### src/rtl/smb_pkg.sv
package smb_pkg;

    typedef enum logic [2:0] {
        PH_IDLE,
        PH_ADDR,
        PH_CMD,
        PH_WDATA,
        PH_TX,
        PH_IGNORE
    } phase_t;

    localparam int unsigned BYTE_BITS = 8;

endpackage

### src/rtl/smb_line_mon.sv
module smb_line_mon #(
    parameter int unsigned SYNC_STAGES = 2
) (
    input  logic clk,
    input  logic rst_n,
    input  logic scl_i,
    input  logic sda_i,
    output logic sda_s,
    output logic scl_rise,
    output logic scl_fall,
    output logic start_det,
    output logic stop_det
);
    localparam int unsigned MSB = SYNC_STAGES - 1;

    typedef struct packed {
        logic [SYNC_STAGES-1:0] scl_sh;
        logic [SYNC_STAGES-1:0] sda_sh;
        logic                   scl_p;
        logic                   sda_p;
    } mon_t;

    mon_t mon_d, mon_q;

    always_comb begin
        mon_d        = mon_q;
        mon_d.scl_sh = {mon_q.scl_sh[MSB-1:0], scl_i};
        mon_d.sda_sh = {mon_q.sda_sh[MSB-1:0], sda_i};
        mon_d.scl_p  = mon_q.scl_sh[MSB];
        mon_d.sda_p  = mon_q.sda_sh[MSB];
    end

    always_ff @(posedge clk or negedge rst_n) begin
        if (!rst_n) begin
            mon_q <= '1;
        end else begin
            mon_q <= mon_d;
        end
    end

    logic scl_now, sda_now;
    assign scl_now   = mon_q.scl_sh[MSB];
    assign sda_now   = mon_q.sda_sh[MSB];
    assign sda_s     = sda_now;
    assign scl_rise  = scl_now & ~mon_q.scl_p;
    assign scl_fall  = ~scl_now & mon_q.scl_p;
    assign start_det = scl_now & mon_q.scl_p & mon_q.sda_p & ~sda_now;
    assign stop_det  = scl_now & mon_q.scl_p & ~mon_q.sda_p & sda_now;

endmodule

### src/rtl/smb_bank_sel.sv
module smb_bank_sel #(
    parameter int unsigned BANK_W = 2
) (
    input  logic              clk,
    input  logic              rst_n,
    input  logic              load,
    input  logic [7:0]        wdata,
    output logic [BANK_W-1:0] bank
);
    logic [BANK_W-1:0] bank_d, bank_q;

    always_comb begin
        bank_d = bank_q;
        if (load) begin
            bank_d = wdata[BANK_W-1:0];
        end
    end

    always_ff @(posedge clk or negedge rst_n) begin
        if (!rst_n) begin
            bank_q <= '0;
        end else begin
            bank_q <= bank_d;
        end
    end

    assign bank = bank_q;

endmodule

### src/rtl/smb_byte_fsm.sv
module smb_byte_fsm
    import smb_pkg::*;
#(
    parameter logic [6:0]  SLAVE_ADDR = 7'h3A,
    parameter logic [7:0]  BANK_OFF   = 8'hFF,
    parameter int unsigned BANK_W     = 2
) (
    input  logic              clk,
    input  logic              rst_n,
    input  logic              sda_s,
    input  logic              scl_rise,
    input  logic              scl_fall,
    input  logic              start_det,
    input  logic              stop_det,
    input  logic [BANK_W-1:0] bank,
    input  logic [7:0]        rd_data,
    output logic              sda_oe,
    output logic [7:0]        offset,
    output logic [7:0]        wr_data,
    output logic              wr_pulse,
    output logic              rd_pulse,
    output logic              bank_load
);
    localparam logic [3:0] LAST_BIT = 4'(BYTE_BITS - 1);
    localparam logic [3:0] ACK_SLOT = 4'(BYTE_BITS);
    localparam logic [3:0] ACK_DONE = 4'(BYTE_BITS + 1);

    typedef struct packed {
        phase_t     phase;
        logic [3:0] bitcnt;
        logic [7:0] shreg;
        logic       rw;
        logic       ack;
        logic       cmd_ok;
        logic [7:0] offset;
        logic [7:0] tx;
        logic       sda_oe;
    } fsm_t;

    fsm_t st_d, st_q;
    logic [7:0] nb;

    always_comb begin
        st_d      = st_q;
        wr_pulse  = 1'b0;
        rd_pulse  = 1'b0;
        bank_load = 1'b0;
        nb        = {st_q.shreg[6:0], sda_s};

        if (stop_det) begin
            st_d.phase  = PH_IDLE;
            st_d.bitcnt = '0;
            st_d.sda_oe = 1'b0;
            st_d.cmd_ok = 1'b0;
        end else if (start_det) begin
            st_d.phase  = PH_ADDR;
            st_d.bitcnt = '0;
            st_d.sda_oe = 1'b0;
        end else if (scl_rise) begin
            unique case (st_q.phase)
                PH_ADDR, PH_CMD, PH_WDATA: begin
                    if (st_q.bitcnt < ACK_SLOT) begin
                        st_d.shreg  = nb;
                        st_d.bitcnt = st_q.bitcnt + 4'd1;
                        if (st_q.bitcnt == LAST_BIT) begin
                            unique case (st_q.phase)
                                PH_ADDR: begin
                                    st_d.rw     = nb[0];
                                    st_d.cmd_ok = 1'b0;
                                    if (nb[7:1] != SLAVE_ADDR) begin
                                        st_d.ack = 1'b0;
                                    end else if (!nb[0]) begin
                                        st_d.ack = 1'b1;
                                    end else if (st_q.cmd_ok) begin
                                        st_d.ack = 1'b1;
                                        if (st_q.offset == BANK_OFF) begin
                                            st_d.tx = 8'(bank);
                                        end else begin
                                            rd_pulse = 1'b1;
                                            st_d.tx  = rd_data;
                                        end
                                    end else begin
                                        st_d.ack = 1'b0;
                                    end
                                end
                                PH_CMD: begin
                                    st_d.ack    = 1'b1;
                                    st_d.offset = nb;
                                    st_d.cmd_ok = 1'b1;
                                end
                                default: begin
                                    st_d.ack    = 1'b1;
                                    st_d.cmd_ok = 1'b0;
                                    if (st_q.offset == BANK_OFF) begin
                                        bank_load = 1'b1;
                                    end else begin
                                        wr_pulse = 1'b1;
                                    end
                                end
                            endcase
                        end
                    end else if (st_q.bitcnt == ACK_SLOT) begin
                        st_d.bitcnt = ACK_DONE;
                    end
                end
                PH_TX: begin
                    if (st_q.bitcnt < ACK_SLOT) begin
                        st_d.bitcnt = st_q.bitcnt + 4'd1;
                    end else begin
                        st_d.phase  = PH_IGNORE;
                        st_d.sda_oe = 1'b0;
                    end
                end
                default: begin
                end
            endcase
        end else if (scl_fall) begin
            unique case (st_q.phase)
                PH_ADDR, PH_CMD, PH_WDATA: begin
                    if (st_q.bitcnt == ACK_SLOT) begin
                        st_d.sda_oe = st_q.ack;
                    end else if (st_q.bitcnt == ACK_DONE) begin
                        st_d.sda_oe = 1'b0;
                        st_d.bitcnt = '0;
                        if (!st_q.ack) begin
                            st_d.phase = PH_IGNORE;
                        end else begin
                            unique case (st_q.phase)
                                PH_ADDR: begin
                                    if (st_q.rw) begin
                                        st_d.phase  = PH_TX;
                                        st_d.sda_oe = ~st_q.tx[7];
                                    end else begin
                                        st_d.phase = PH_CMD;
                                    end
                                end
                                PH_CMD:  st_d.phase = PH_WDATA;
                                default: st_d.phase = PH_IGNORE;
                            endcase
                        end
                    end
                end
                PH_TX: begin
                    if (st_q.bitcnt >= 4'd1 && st_q.bitcnt <= LAST_BIT) begin
                        st_d.tx     = {st_q.tx[6:0], 1'b0};
                        st_d.sda_oe = ~st_q.tx[6];
                    end else if (st_q.bitcnt == ACK_SLOT) begin
                        st_d.sda_oe = 1'b0;
                    end
                end
                default: begin
                end
            endcase
        end
    end

    always_ff @(posedge clk or negedge rst_n) begin
        if (!rst_n) begin
            st_q <= '{phase: PH_IDLE, bitcnt: '0, shreg: '0, rw: 1'b0,
                      ack: 1'b0, cmd_ok: 1'b0, offset: '0, tx: '0,
                      sda_oe: 1'b0};
        end else begin
            st_q <= st_d;
        end
    end

    assign sda_oe  = st_q.sda_oe;
    assign offset  = st_q.offset;
    assign wr_data = nb;

endmodule

### src/rtl/smb_cfg_slave.sv
module smb_cfg_slave #(
    parameter logic [6:0]  SLAVE_ADDR  = 7'h3A,
    parameter int unsigned BANK_W      = 2,
    parameter logic [7:0]  BANK_OFF    = 8'hFF,
    parameter int unsigned SYNC_STAGES = 2
) (
    input  logic              clk,
    input  logic              rst_n,
    input  logic              scl_i,
    input  logic              sda_i,
    output logic              sda_oe,
    output logic [BANK_W+7:0] reg_addr,
    output logic [7:0]        reg_wdata,
    output logic              reg_wr,
    output logic              reg_rd,
    input  logic [7:0]        reg_rdata
);
    logic              sda_s;
    logic              scl_rise, scl_fall;
    logic              start_det, stop_det;
    logic              bank_load;
    logic [BANK_W-1:0] bank;
    logic [7:0]        offset;

    smb_line_mon #(
        .SYNC_STAGES(SYNC_STAGES)
    ) u_mon (
        .clk      (clk),
        .rst_n    (rst_n),
        .scl_i    (scl_i),
        .sda_i    (sda_i),
        .sda_s    (sda_s),
        .scl_rise (scl_rise),
        .scl_fall (scl_fall),
        .start_det(start_det),
        .stop_det (stop_det)
    );

    smb_byte_fsm #(
        .SLAVE_ADDR(SLAVE_ADDR),
        .BANK_OFF  (BANK_OFF),
        .BANK_W    (BANK_W)
    ) u_fsm (
        .clk      (clk),
        .rst_n    (rst_n),
        .sda_s    (sda_s),
        .scl_rise (scl_rise),
        .scl_fall (scl_fall),
        .start_det(start_det),
        .stop_det (stop_det),
        .bank     (bank),
        .rd_data  (reg_rdata),
        .sda_oe   (sda_oe),
        .offset   (offset),
        .wr_data  (reg_wdata),
        .wr_pulse (reg_wr),
        .rd_pulse (reg_rd),
        .bank_load(bank_load)
    );

    smb_bank_sel #(
        .BANK_W(BANK_W)
    ) u_bank (
        .clk  (clk),
        .rst_n(rst_n),
        .load (bank_load),
        .wdata(reg_wdata),
        .bank (bank)
    );

    assign reg_addr = {bank, offset};

endmodule

### config.mk
export PLATFORM = sky130hd
export DESIGN_NAME = smb_cfg_slave
export DESIGN_NICKNAME = d
export VERILOG_FILES = /design/src/rtl/smb_pkg.sv /design/src/rtl/smb_line_mon.sv /design/src/rtl/smb_bank_sel.sv /design/src/rtl/smb_byte_fsm.sv /design/src/rtl/smb_cfg_slave.sv
export SDC_FILE = /design/constraint.sdc
export NUM_CORES = 1
export LEC_CHECK = 0
export CORE_MARGIN = 2
export CORE_UTILIZATION = 36
export CTS_CLUSTER_SIZE = 40
export DETAILED_ROUTE_END_ITERATION = 10
export DONT_BUFFER_PORTS = 1
export GPL_TIMING_DRIVEN = 0
export SLEW_MARGIN = 15
export SYNTH_ARGS = -nofsm -noshare
export SYNTH_HDL_FRONTEND = slang
export SYNTH_SLANG_ARGS = --single-unit
### constraint.sdc
create_clock -name clk -period 3.7 [get_ports clk]
set_input_delay 0.74 -clock clk [delete_from_list [all_inputs] [get_ports clk]]
set_output_delay 0.74 -clock clk [all_outputs]
set_load 0.02 [all_outputs]
==> results.rst, run 1 <==
.. list-table::
   :header-rows: 1

   * - Metric
     - Value
   * - Outcome
     - completed
   * - GR Util met2
     - 22.23%
   * - Clk Latency, worst-skew pair
     - 300 ps
   * - Setup repair after global routing missed its margin
     - no
   * - Port buffer count
     - 0
   * - Fraction of layout cells with a size suffix above 1
     - 32.00%
   * - Required time reported for the critical path endpoint
     - 2960 ps
   * - Post-detailed-route DRC marker count
     - 0
   * - Ratio of final minimum period to clock period
     - 90.50%
   * - Final critical delay including setup and external delays
     - 3348 ps
   * - Reg2reg setup slack
     - 1300 ps
   * - Per-cell via count in the routed design
     - 5.421
   * - CTS Buffer Depth
     - 2
   * - Site row count
     - 29
   * - Clock slew at reported path FFs
     - 90 ps
   * - Iteration-0 DRC count of the detailed router
     - 114
   * - Initial antenna violation count
     - 0
   * - Initial cell density of the core
     - 37.23%
   * - Final Wtd Congestion
     - 0.8050
   * - Grt met1 use
     - 19.52%
   * - Setup ws final
     - 351.5 ps
   * - Horizontal extent of the die
     - 85.26 um
   * - Remaining global-route overflow
     - 0
   * - Leakage component of the power
     - 1.148 nW
   * - Number of hold violations in the final report
     - 0
   * - Total Routing Usage GR
     - 14.26%
   * - Synthesis-to-finish area growth
     - 8.421%
   * - CP Data Arrival Time
     - 2610 ps
   * - Cts bufs inserted
     - 5
   * - Count of antenna-violating nets left after detailed routing
     - 0
   * - Core Region
     - 6386 um2
   * - Clock root cell
     - clkbuf_8
   * - Max-slew violations
     - 0
   * - Register bit total from synthesis
     - 42
   * - Count of maximum capacitance violations
     - 0
   * - Fraction of the yosys area taken by sequential cells
     - 44.53%
   * - Number of nets in the finished design
     - 243
   * - Clock sink count
     - 42
   * - Cells after Synth
     - 217
   * - Power per Cell Area
     - 474.3 nW/um2
   * - Worst Setup Slack post-DPL
     - 498.4 ps
   * - Largest net degree at the start of global routing
     - 43
   * - Class of the most critical setup path
     - register to primary output
   * - Routed wirelength normalized by instance count
     - 16.02 um
   * - Mean instance size in the synthesized netlist
     - 10.96 um2
   * - Endpoint kind of the worst setup timing path
     - primary output
   * - Diodes inserted
     - 0
   * - Count of H-tree levels built during CTS
     - 2
   * - Number of top-level design ports
     - 33
   * - Depth of the worst register-to-register path
     - 7
   * - Mapped Area
     - 2377 um2
   * - Number of distinct standard cells referenced by the synthesized netlist
     - 47
   * - Number of iterations in the first detailed-routing pass
     - 4
   * - F_max
     - 298.6 MHz
   * - Endpoints failing setup
     - 0
   * - Max-slew headroom at the worst pin
     - 59.18%
   * - First-pass GRT wire length
     - 8.148 mm
   * - Routing usage on met3
     - 3.405%
   * - Full die area
     - 7269 um2
   * - Detailed placer's ending HPWL
     - 3.494 mm
   * - Post-synth net total
     - 236
   * - Highest-utilization routing layer at the global route stage
     - met2
   * - Destination of the worst register-to-register timing path
     - u_fsm.st_q[33]$_DFFE_PN0P_
   * - Total Routed Length
     - 4.837 mm
   * - Clock skew after layout
     - 8.349 ps
   * - IR Drop Worst-Case VDD
     - 0.0002098 V
   * - Clock tree from TritonCTS
     - yes
   * - Hold Crit Class
     - input port to async pin
   * - Summed negative setup slack over all endpoints
     - 0 ps
   * - Yosys warning total
     - 0
   * - Number of hold buffers added after CTS
     - 0
   * - Crit Path Max Fanout
     - 10
   * - Worst setup SP type
     - register
   * - Via count of the first global-routing pass
     - 1614
   * - Worst slew pin tran
     - 609.7 ps
   * - Chip Height
     - 85.26 um
   * - Via count
     - 1637
   * - Launching point of the worst reg2reg path
     - u_mon.mon_q[1]$_DFF_PN1_
[report_power, final]
part           internal [mW]  switching, mW  total [mW]
Combinational          0.150          0.166       0.316
Sequential             0.521         0.0647       0.586
Clock                  0.154          0.167       0.320
[worst max-delay path, cell delays in order (launching register included)]
cell      delay [ps]
dfstp_2          550
buf_2            210
xor2_1           140
and2_1           250
nor3_1           260
buf_2            290
nand4b_1         170
nor3_2           430
[synth_stat cells (all sizes together)]
cell / number / area share (%)
dfrtp: 36 / 38
mux2: 29 / 14
buf: 19 / 5.7
nand2: 12 / 2.0
a21oi: 9 / 1.9
inv: 8 / 1.3
nor2: 8 / 1.3
ha: 7 / 3.7
a22o: 6 / 2.2
dfstp: 6 / 6.6
mux2i: 6 / 2.5
nand2b: 6 / 1.6
nand3: 6 / 1.5
nor3: 5 / 1.1
o21ai: 5 / 1.1
nand4: 4 / 1.1
nand4b: 4 / 1.5
nor2b: 4 / 1.1
o22ai: 4 / 1.1
clkbuf: 3 / 0.47
nand3b: 3 / 0.95
nor4b: 3 / 1.7
a31oi: 2 / 0.53
nor3b: 2 / 0.63
o2bb2ai: 2 / 0.74
or4b: 2 / 0.84
xor2: 2 / 0.74
a2111oi: 1 / 0.37
a211o: 1 / 0.37
a211oi: 1 / 0.32
a22oi: 1 / 0.32
a2bb2oi: 1 / 0.37
a32o: 1 / 0.42
and2: 1 / 0.26
o211a: 1 / 0.42
o21a: 1 / 0.32
o21ba: 1 / 0.42
o21bai: 1 / 0.32
o31ai: 1 / 0.32
or2: 1 / 0.26
or4: 1 / 0.32
[state kept, by name, summed over array words and instances (netlist names)]
name / flops
u_mon.sda_s: 1
u_mon.mon_d: 3
u_fsm.offset: 8
u_fsm.sda_oe: 1
u_fsm.st_q: 18
u_mon.mon_q: 2
u_fsm.wr_data: 7
u_bank.bank: 2
[cell type report]
cell class | count | area, um2
Tap cell | 77 | 96.34
Multi-Input combinational cell | 145 | 1147
Fill cell | 628 | 3809
Sequential cell | 42 | 1059
Inverter | 8 | 30.03
Clock buffer | 6 | 82.58
Buffer | 22 | 146.4
Clock inverter | 2 | 16.27
[cells in the final DEF, fill, tap and decap left out, drive strengths merged, types with 2 or more instances in the layout]
cell type | Yosys | final
o21ai | 5 | 5
nor3b | 2 | 2
clkbuf | 3 | 9
or4b | 2 | 2
ha | 7 | 7
a31oi | 2 | 2
inv | 8 | 9
nor4b | 3 | 3
o22ai | 4 | 4
nand4 | 4 | 4
dfrtp | 36 | 36
nand3 | 6 | 6
nand4b | 4 | 4
nor2 | 8 | 8
o2bb2ai | 2 | 2
xor2 | 2 | 2
nand2 | 12 | 12
nand3b | 3 | 3
nor2b | 4 | 4
nand2b | 6 | 6
mux2 | 29 | 29
nor3 | 5 | 5
dfstp | 6 | 6
a21oi | 9 | 9
mux2i | 6 | 6
a22o | 6 | 6
buf | 19 | 19
[metrics by stage]
step	cells	hold WS (ps)	total power [mW]	utilization (%)	instance area (um2)
floorplan	217	345.2	0.8499	-	2377
global placement	294	346.6	0.9051	38.73	2474
detailed placement	294	347.2	0.9079	38.73	2474
CTS	302	110.7	1.240	40.28	2572
global route	302	96.21	1.297	40.36	2577
finish	302	123.8	1.223	40.36	2577
[routing by layer]
metal / part of all wire, % / vias to the layer above
li1: - / 791
met1: 46 / 801
met2: 47 / 39
met3: 5.0 / 6
met4: 1.4 / 0
met5: 0 / -
[worst max-delay path by stage]
stage | from | to | slack (ps) | cells past startpoint
final | u_mon.sda_s$_DFF_PN1_ | reg_rd | 350 | 7
after global routing | u_mon.sda_s$_DFF_PN1_ | reg_rd | 130 | 7
after CTS | u_mon.sda_s$_DFF_PN1_ | reg_rd | 150 | 7
after detailed placement | u_mon.sda_s$_DFF_PN1_ | reg_rd | 500 | 7
after global placement | u_mon.sda_s$_DFF_PN1_ | reg_rd | 490 | 7
after floorplan | u_mon.sda_s$_DFF_PN1_ | reg_rd | 890 | 7
[cell families (layout without fill, tap and decap cells)]
kind of cell               after synthesis  count (layout)  synth area share (%)
adders and majority gates                7               7                 3.684
AOI/OAI and AO/OA                       39              39                 11.42
muxes                                   35              35                 16.26
buffers and inverters                   30              38                 7.421
DFF                                     42              42                 44.53
xor gates and xnor gates                 2               2                0.7370
and+or+nand+nor                         62              62                 15.95
[timing repair]
| action | 4_1_cts | 5_1_grt |
|---|---|---|
| gates resized for setup | 0 | 1 |
| endpoints found under the setup margin | 0 | 1 |
| setup buffers | 0 | 0 |
(Power assumes the default switching activity.)
==> run 2: changes to the inputs <==
CELL_PAD_IN_SITES_DETAIL_PLACEMENT = 0   (was unset)
CELL_PAD_IN_SITES_GLOBAL_PLACEMENT = 1   (was unset)
PLACE_DENSITY_LB_ADDON = 0.1   (was unset)
==> results.rst, run 2 (synthesis gave the netlist of run 1 again) <==
.. list-table::
   :header-rows: 1

   * - Metric
     - Value
   * - Routed wirelength normalized by instance count
     - 17.67 um (was 16.02 um)
   * - Per-cell via count in the routed design
     - 5.550 (was 5.421)
   * - CP Data Arrival Time
     - 2660 ps (was 2610 ps)
   * - Number of top-level design ports
     - 33 (unchanged)
   * - Clock skew after layout
     - 4.837 ps (was 8.349 ps)
   * - Total Routing Usage GR
     - 15.96% (was 14.26%)
   * - Hold Crit Class
     - input port to async pin (unchanged)
   * - Setup repair after global routing missed its margin
     - no (unchanged)
   * - Max-slew headroom at the worst pin
     - 59.63% (was 59.18%)
   * - Required time reported for the critical path endpoint
     - 2960 ps (about the same)
   * - IR Drop Worst-Case VDD
     - 0.0002626 V (was 0.0002098 V)
   * - Port buffer count
     - 0 (unchanged)
   * - Chip Height
     - 85.26 um (unchanged)
   * - Number of hold violations in the final report
     - 0 (unchanged)
   * - Crit Path Max Fanout
     - 10 (unchanged)
   * - Endpoint kind of the worst setup timing path
     - primary output (unchanged)
   * - Final critical delay including setup and external delays
     - 3396 ps (was 3348 ps)
   * - Worst setup SP type
     - register (unchanged)
   * - Via count of the first global-routing pass
     - 1739 (was 1614)
   * - Final Wtd Congestion
     - 0.8237 (was 0.8050)
   * - Number of nets in the finished design
     - 243 (unchanged)
   * - Core Region
     - 6386 um2 (unchanged)
   * - Ratio of final minimum period to clock period
     - 91.78% (was 90.50%)
   * - Most common cell after layout, fill and taps aside
     - dfrtp_1 (unchanged)
   * - Clk Latency, worst-skew pair
     - 300 ps (about the same)
   * - Horizontal extent of the die
     - 85.26 um (unchanged)
   * - Initial cell density of the core
     - 37.23% (unchanged)
   * - Final Core Density
     - 40.97% (was 40.36%)
   * - Max-slew violations
     - 0 (unchanged)
   * - First-pass GRT wire length
     - 9.177 mm (was 8.148 mm)
   * - Reg2reg setup slack
     - 1300 ps (about the same)
   * - Full die area
     - 7269 um2 (unchanged)
   * - Cts bufs inserted
     - 5 (unchanged)
   * - Synthesis-to-finish area growth
     - 10.05% (was 8.421%)
   * - Number of hold buffers added after CTS
     - 0 (unchanged)
   * - Most frequent cells in the layout
     - dfrtp_1, mux2_2, buf_4 (unchanged)
   * - Outcome
     - completed (unchanged)
   * - Total Routed Length
     - 5.336 mm (was 4.837 mm)
   * - Clock sink count
     - 42 (unchanged)
   * - Detailed placer's ending HPWL
     - 3.904 mm (was 3.494 mm)
   * - Site row count
     - 29 (unchanged)
   * - Launching point of the worst reg2reg path
     - u_mon.sda_s$_DFF_PN1_ (was u_mon.mon_q[1]$_DFF_PN1_)
   * - Largest net degree at the start of global routing
     - 43 (unchanged)
   * - Number of flip-flops in the largest register
     - 18 (unchanged)
   * - Count of H-tree levels built during CTS
     - 2 (unchanged)
   * - CTS Buffer Depth
     - 2 (unchanged)
   * - Cell count after placement
     - 294 (unchanged)
   * - Endpoints failing setup
     - 0 (unchanged)
   * - Via count
     - 1676 (was 1637)
   * - Count of antenna-violating nets left after detailed routing
     - 0 (unchanged)
   * - Iteration-0 DRC count of the detailed router
     - 73 (was 114)
   * - Leakage component of the power
     - 1.168 nW (was 1.148 nW)
   * - Post-detailed-route DRC marker count
     - 0 (unchanged)
   * - Initial antenna violation count
     - 0 (unchanged)
   * - Fraction of layout cells with a size suffix above 1
     - 32.00% (unchanged)
   * - Final std cells w/o fill
     - 302 (unchanged)
   * - Class of the most critical setup path
     - register to primary output (unchanged)
   * - Fillers
     - 641 (was 628)
   * - Largest register by flop count
     - u_fsm.st_q (unchanged)
   * - Clock tree from TritonCTS
     - yes (unchanged)
   * - Worst slew pin tran
     - 602.9 ps (was 609.7 ps)
   * - Clock root cell
     - clkbuf_8 (unchanged)
   * - Summed negative setup slack over all endpoints
     - 0 ps (unchanged)
   * - Remaining global-route overflow
     - 0 (unchanged)
   * - F_max
     - 294.5 MHz (was 298.6 MHz)
   * - Clock slew at reported path FFs
     - 90 ps (about the same)
   * - Number of iterations in the first detailed-routing pass
     - 4 (unchanged)
   * - Power per Cell Area
     - 515.1 nW/um2 (was 474.3 nW/um2)
   * - Worst setup path startpoint
     - u_mon.sda_s$_DFF_PN1_ (unchanged)
   * - Diodes inserted
     - 0 (unchanged)
   * - Count of maximum capacitance violations
     - 0 (unchanged)
## run 2: cell types whose count changed in the layout (fill, tap and decap cells not counted), sizes merged
cell	change
clkinv	+1
clkinvlp	-1
clkbuf	-1
inv	-1
bufinv	+2
## run 2: repair_timing
action | in CTS | in global routing
setup endpoints to repair | 0 | 1
resized for setup | 0 | 1
setup buffers | 0 | 0
hold endpoints to repair | 0 | 0
## run 2: report_power, final
group	switching, mW	total [mW]	leakage (nW)	internal (mW)
Clock	0.168	0.438	0.0683	0.270
Combinational	0.171	0.321	0.555	0.149
Sequential	0.0671	0.589	0.545	0.521
Total	0.406	1.35	1.17	0.941
## run 2: stage by stage
| stage | area, um2 | hold WS, ps | power [mW] | setup WS [ps] |
|---|---|---|---|---|
| finish | 2616 | 128.4 | 1.348 | 304.0 |
| global route | 2616 | 107.3 | 1.422 | 108.3 |
| CTS | 2611 | 116.2 | 1.362 | 90.79 |
| detailed placement | 2474 | 348.2 | 0.9193 | 435.6 |
| global placement | 2474 | 345.3 | 0.9107 | 446.6 |
| floorplan | 2377 | 345.2 | 0.8499 | 890.3 |
## run 2: final cells by class
class                           instances  area, um2  share of cell area (%)
Sequential cell                        42       1059                   40.46
Inverter                                8      30.03                   1.148
Multi-Input combinational cell        145       1147                   43.85
Clock buffer                            5      68.82                   2.630
Buffer                                 22      146.4                   5.595
Clock inverter                          3      68.82                   2.630
Tap cell                               77      96.34                   3.682
## run 2: final timing paths
kind,endpoint,cells after the start
max reg2reg,u_fsm.offset[5]$_DFFE_PN0P_,6
max in group asynchronous,u_mon.mon_d[3]$_DFF_PN1_,0
min in group clk,u_mon.mon_d[1]$_DFF_PN1_,0
max,reg_rd,7
min reg2reg,u_mon.mon_d[1]$_DFF_PN1_,0
min,u_fsm.st_q[17]$_DFFE_PN0P_,0
## run 2: critical path, cell delays in order, from the launching register on
cell	delay, ps
dfstp_2	550
buf_2	220
xor2_1	150
and2_1	250
nor3_1	280
buf_2	300
nand4b_1	180
nor3_2	430
## run 2: layer usage
| metal | vias up | share of wire (%) | track usage (%) |
|---|---|---|---|
| met1 | 834 | 49 | 22.69 |
| li1 | 790 | - | - |
| met4 | 0 | 1.9 | 4.329 |
| met5 | - | 0 | 0 |
| met3 | 12 | 3.3 | 3.307 |
| met2 | 40 | 46 | 24.79 |
